$ cat config.mk
export PLATFORM = sky130hd
export DESIGN_NAME = strobe_toggle_div
export DESIGN_NICKNAME = d
export VERILOG_FILES = /design/src/rtl/std_pkg.sv /design/src/rtl/std_tick_counter.sv /design/src/rtl/std_phase_fsm.sv /design/src/rtl/strobe_toggle_div.sv
export SDC_FILE = /design/constraint.sdc
export NUM_CORES = 1
export LEC_CHECK = 0
export ABC_AREA = 1
export BUFFER_PORTS_ARGS = -buffer_cell sky130_fd_sc_hd__buf_4
export CORE_AREA = 2 2 39 41
export CTS_BUF_LIST = sky130_fd_sc_hd__clkbuf_8
export CTS_CLUSTER_SIZE = 14
export DETAILED_ROUTE_END_ITERATION = 8
export DIE_AREA = 0 0 41 43
export GPL_TIMING_DRIVEN = 0
export SETUP_SLACK_MARGIN = 0.1
export SLEW_MARGIN = 20
export SYNTH_ARGS = -nofsm -noshare
export SYNTH_HDL_FRONTEND = slang
export SYNTH_SLANG_ARGS = --single-unit
$ cat constraint.sdc
create_clock -name clk_sys -period 1.6 [get_ports clk_sys]
set_clock_uncertainty 0.05 [all_clocks]
set_input_delay 0.24 -clock clk_sys [delete_from_list [all_inputs] [get_ports clk_sys]]
set_output_delay 0.24 -clock clk_sys [all_outputs]
set_load 0.02 [all_outputs]
$ cat src/rtl/std_pkg.sv
package std_pkg;

    typedef enum logic {
        PH_LOW  = 1'b0,
        PH_HIGH = 1'b1
    } phase_t;

    function automatic int cnt_width(input int period);
        return (period > 1) ? $clog2(period) : 1;
    endfunction

endpackage

$ cat src/rtl/std_tick_counter.sv
module std_tick_counter #(
    parameter int TICK_PERIOD = 100
) (
    input  logic clk_sys,
    input  logic rst,
    output logic tick
);
    localparam int CNT_W = std_pkg::cnt_width(TICK_PERIOD);
    localparam logic [CNT_W-1:0] LAST = CNT_W'(TICK_PERIOD - 1);

    generate
        if (TICK_PERIOD > 1) begin : g_count
            logic [CNT_W-1:0] cnt_q;

            always_ff @(posedge clk_sys) begin
                if (rst) begin
                    cnt_q <= '0;
                end else if (cnt_q == LAST) begin
                    cnt_q <= '0;
                end else begin
                    cnt_q <= cnt_q + 1'b1;
                end
            end

            always_comb begin
                tick = (cnt_q == LAST) && !rst;
            end
        end else begin : g_every
            always_comb begin
                tick = !rst;
            end
        end
    endgenerate

endmodule

$ cat src/rtl/std_phase_fsm.sv
module std_phase_fsm
    import std_pkg::*;
(
    input  logic clk_sys,
    input  logic rst,
    input  logic tick,
    output logic phase
);
    phase_t state_q;
    phase_t state_d;

    always_ff @(posedge clk_sys) begin
        if (rst) begin
            state_q <= PH_LOW;
        end else begin
            state_q <= state_d;
        end
    end

    always_comb begin
        state_d = state_q;
        unique case (state_q)
            PH_LOW: begin
                if (tick) state_d = PH_HIGH;
            end
            PH_HIGH: begin
                if (tick) state_d = PH_LOW;
            end
            default: state_d = PH_LOW;
        endcase
    end

    always_comb begin
        unique case (state_q)
            PH_HIGH: phase = 1'b1;
            default: phase = 1'b0;
        endcase
    end

endmodule

$ cat src/rtl/strobe_toggle_div.sv
module strobe_toggle_div #(
    parameter int TICK_PERIOD = 100
) (
    input  logic clk_sys,
    input  logic rst,
    output logic tick_out,
    output logic clk_half
);
    logic tick_w;

    std_tick_counter #(
        .TICK_PERIOD(TICK_PERIOD)
    ) tick_i (
        .clk_sys(clk_sys),
        .rst    (rst),
        .tick   (tick_w)
    );

    std_phase_fsm phase_i (
        .clk_sys(clk_sys),
        .rst    (rst),
        .tick   (tick_w),
        .phase  (clk_half)
    );

    assign tick_out = tick_w;

endmodule

; ---- After elaboration in Yosys (flattened, before gate mapping)
; Cells that the tools add are included.
; W data, S select, Z words.
[word_totals]
in_bits = 2
reg_bits = 8
elab_cells = 12
output_inout_bits = 2
[classes]
bitwise = 1
mux = 4
n_eq_ne = 1
add_sub_neg = 1
reduce_logical = 3
[ops]
columns = operator, n
row1 = $add A7 B1 Y7 const B, 1
row2 = $eq A7 B7 Y1 const B, 1
row3 = $mux W1, 3
row4 = $pmux W1 S2, 1
row5 = $reduce_or A2 Y1, 1
row6 = $logic_and A1 B1 Y1, 1
row7 = $logic_not A1 Y1, 1
row8 = $not A1 Y1, 1

; ---- Longest topological paths before layout
[logic_depth]
word_depth = 4
mapped_depth = 6
ltp_nobuf = 6

; ---- Hierarchy
; A second synthesis with hierarchy kept.
[unflattened]
hier_cells = 55
hier_area_um2 = 384.1
[by_module_without_submodules]
columns = mod, area_each_um2, cells_each, n_inst, seq_area_each_um2
row1 = std_tick_counter, 345.3, 49, 1, 140.1
row2 = std_phase_fsm, 38.8, 6, 1, 20.0

; ---- Least setup slack after synthesis
; No wires, ideal clock.
[synth_timing]
path_kind = register to output
start = register tick_i.g_count.cnt_q[0]
end = output port tick_out
path_slack_ps = 229
t_arrival_ps = 1081
path_stages_with_launch = 6
required_time_ps = 1310
n_path_buf = 0
path_cell_list = dfxtp_1 ha_1 inv_1 nor2_1 nand3_2 nor2_1
[synth_between]
elab_chain_len = 2
[synth_rtl]
columns = item, line
row1 = from (decl), std_tick_counter.sv:13  ; logic [CNT_W-1:0] cnt_q;
row2 = from (signal assigned), std_tick_counter.sv:21  ; cnt_q <= cnt_q + 1'b1;
row3 = $eq A7 B7 Y1, std_tick_counter.sv:26  ; tick = (cnt_q == LAST) && !rst;
row4 = $logic_and A1 B1 Y1, std_tick_counter.sv:26
row5 = to (decl), strobe_toggle_div.sv:6  ; output logic tick_out,
; No other way between the ends.

; ---- Worst setup path in the final report
[layout_timing]
start = register tick_i.g_count.cnt_q[1]
end = output port tick_out
; Same word-level chain as after synthesis.

==> results.py <==
metrics = {
    "timing": {
        "min_period_ns": 1.45,
        "tightest_slew_ns": 0.202,
        "max_freq_mhz": 691,
        "setup_viol_count_final": 0,
        "hold_viol": 0,
        "finalMaxSlewViolations": 0,
        "holdWs_ns": 0.298,
        "finalCritPeriodShare": 0.905,
        "rsz0062_at_grt": "true",
        "tns_ns": 0,
        "relSlewSlack": 0.865,
    },
    "synthesis": {
        "yosys.area.top_type": "dfxtp_1",
        "synth.distinct_cells": 14,
        "synth_fp_nets": 57,
        "synth_top_family_by_area": "simple AND/OR/NAND/NOR gates",
        "ys.flop_type": "dfxtp_1",
        "synth_xor_area_frac": 0.0232,
        "ys_seq_area_frac": 0.424,
        "synth_compound_area_frac": 0.0596,
        "synth.top_cells.by_area": "dfxtp_1 (42%), nor2_1 (11%), nand2_1 (9.9%)",
        "synth.most_common_cell": "nor2_1",
        "avgSynthCellArea_um2": 7.00,
        "synth.mux.area_fraction": 0,
        "synth_edf_count": 0,
        "synth_top_area_frac": 0.424,
        "netlist_top_cells_count": "nor2_1 (11), nand2_1 (10), inv_1 (9)",
        "synth_area_um2": 378,
        "synth-warning-count": 0,
        "synth-simple-area-share": 0.371,
        "synth_fa_ha_area_frac": 0.0331,
        "async_flop_share": 0,
        "syn-instance-count": 54,
        "synth-seq-cells": 8,
    },
    "placement": {
        "gp_congestion": 0.635,
        "place_area_um2": 420,
        "port_buffers": 3,
        "detailed_place_hpwl_um": 519,
    },
    "clock_tree": {
        "cts_buffers": 3,
        "htreeDepth": 1,
        "cts-root-buf": "clkbuf_8",
        "clk_pin_slew_worst_paths_ns": 0.04,
        "clk_latency_ns": 0.23,
        "cts_buffer_depth": 2,
        "cts.sinks": 8,
        "tritoncts": "done",
    },
    "routing": {
        "firstDrtPassIters": 2,
        "drtIter0Drc": 8,
        "postRouteAntennaNets": 0,
        "vias": 349,
        "wl_per_cell_um": 9.47,
        "drc": 0,
        "drt-total-wl_um": 748,
        "drt-vias-per-instance": 4.42,
    },
    "worst_setup_path": {
        "crit_chain": "ha_4, inv_2, nor2_2, nand3_2, nor2_1, buf_4",
        "crit_type": "flip-flop to primary output",
        "cpPeakStageDelay_ns": 0.35,
        "rrSetupSlack_ns": 0.31,
        "crit_arrival_ns": 1.16,
        "cp-startpoint": "tick_i.g_count.cnt_q[1]",
        "cp.required_ns": 1.31,
        "crit_end": "tick_out",
        "worst_r2r_path_depth": 8,
        "critPathLaunchType": "flip-flop",
        "reg2reg_from": "tick_i.g_count.cnt_q[1]",
        "cp_slowest_cell": "dfxtp_4",
        "path_max_fanout": 3,
        "crit_path_end_kind": "primary output",
        "rr_endpoint": "tick_i.g_count.cnt_q[3]",
    },
    "global_routing": {
        "grt_use_total": 0.107,
        "grt_first_pass_wirelength_mm": 1.26,
        "grt_max_degree": 7,
        "grt_antenna_before_repair": 0,
        "grt_pass1_vias": 336,
        "grt-ovfl-total": 0,
    },
    "finish": {
        "final.fill_count": 147,
        "drive_above_1_share": 0.270,
        "final_nets": 68,
        "syn2layout_area_growth_pct": 33.4,
        "diodes": 0,
        "final_design_area_no_fill_um2": 504,
        "utilization": 0.364,
    },
    "pwr": {
        "power_density_nw_per_um2": 957,
        "max-vdd-ir-drop_mv": 0.528,
        "finalPower_w": 0.000483,
        "power_leakage_nw": 0.201,
    },
    "floorplanning": {
        "die_w_um": 41,
        "ios": 4,
        "dieHeight_um": 43,
        "coreArea_um2": 1380,
        "die_area_um2": 1760,
        "num_rows": 14,
        "start_util": 0.273,
    },
    "worst_hold_path": {
        "min_path_type": "input pin to flip-flop",
    },
    "job": {
        "drv_cap": 0,
    },
    "run_status": {
        "status": "completed",
    },
}
## layer usage
| metal | GRT usage | vias to the layer above | share of wire |
|---|---|---|---|
| met1 | 0.110 | 155 | 0.41 |
| met5 | 0 | - | 0 |
| li1 | - | 187 | - |
| met4 | 0.0200 | 0 | 0 |
| met3 | 0.0628 | 0 | 0.080 |
| met2 | 0.178 | 7 | 0.50 |
## critical path: cells and delay by family, from the launching register on
family	cells	cell delay, ns
flops	1	0.35
simple gates	3	0.25
fa+ha+maj	1	0.14
buf+inv	2	0.18
## sequential cells by signal, indices dropped and copies added, names as in the netlist
signal and cells:
tick_i.g_count.cnt_q 7, phase_i.state_q 1
## cell families (layout without fill, tap and decap cells)
family                   after synthesis  in the layout
AO/OA/AOI/OAI                          4              4
XOR/XNOR                               1              1
adder cells (fa/ha/maj)                1              1
buffers and inverters                  9             18
flip-flops                             8              8
AND/OR/NAND/NOR                       31             31
## worst min path at each step
stage	from	cells past startpoint	endpoint	slack (ns)
floorplan	tick_i.g_count.cnt_q[0]	1	tick_i.g_count.cnt_q[0]	0.38
global placement	tick_i.g_count.cnt_q[0]	1	tick_i.g_count.cnt_q[0]	0.39
detailed placement	tick_i.g_count.cnt_q[0]	1	tick_i.g_count.cnt_q[0]	0.41
CTS	rst	4	tick_i.g_count.cnt_q[5]	0.30
global route	rst	4	tick_i.g_count.cnt_q[5]	0.31
finish	rst	4	tick_i.g_count.cnt_q[5]	0.30
## where the power goes
group / internal [W] / total [W] / switching, W / leakage, nW
registers: 0.000207 / 0.000215 / 0.00000751 / 0.0659
clock network: 0.000163 / 0.000241 / 0.0000780 / 0.0216
logic: 0.0000129 / 0.0000269 / 0.0000140 / 0.114
## cells in the final DEF (no fill, tap or decap), drive strengths merged, types with 3 or more instances in the layout
cell	netlist	layout
nand3	6	6
nor2	12	12
clkbuf	0	3
buf	0	6
nand2	11	11
inv	9	9
dfxtp	8	8
a21oi	3	3
## metrics by stage
step | instances | worst slack (ns)
global placement | 73 | 0.233
CTS | 78 | 0.112
finish | 79 | 0.152
global route | 79 | 0.0649
detailed placement | 73 | 0.246
floorplan | 54 | 0.229
## area by class of cell
class	instances	area (µm²)	share of cell area
multi-input combinational	37	199	0.395
tap	16	20.0	0.0397
inverter	9	33.8	0.0670
clock buffer	3	41.3	0.0819
timing repair buffer	6	45.0	0.0893
sequential	8	165	0.328
## timing repair
item                                    4_1_cts  5_1_grt
endpoints found under the setup margin        1        1
hold buffers                                  0        0
setup buffers                                 2        1
gates resized for setup                       4        3
pin swaps                                     2        4
Power figures use the tool's default switching activity.
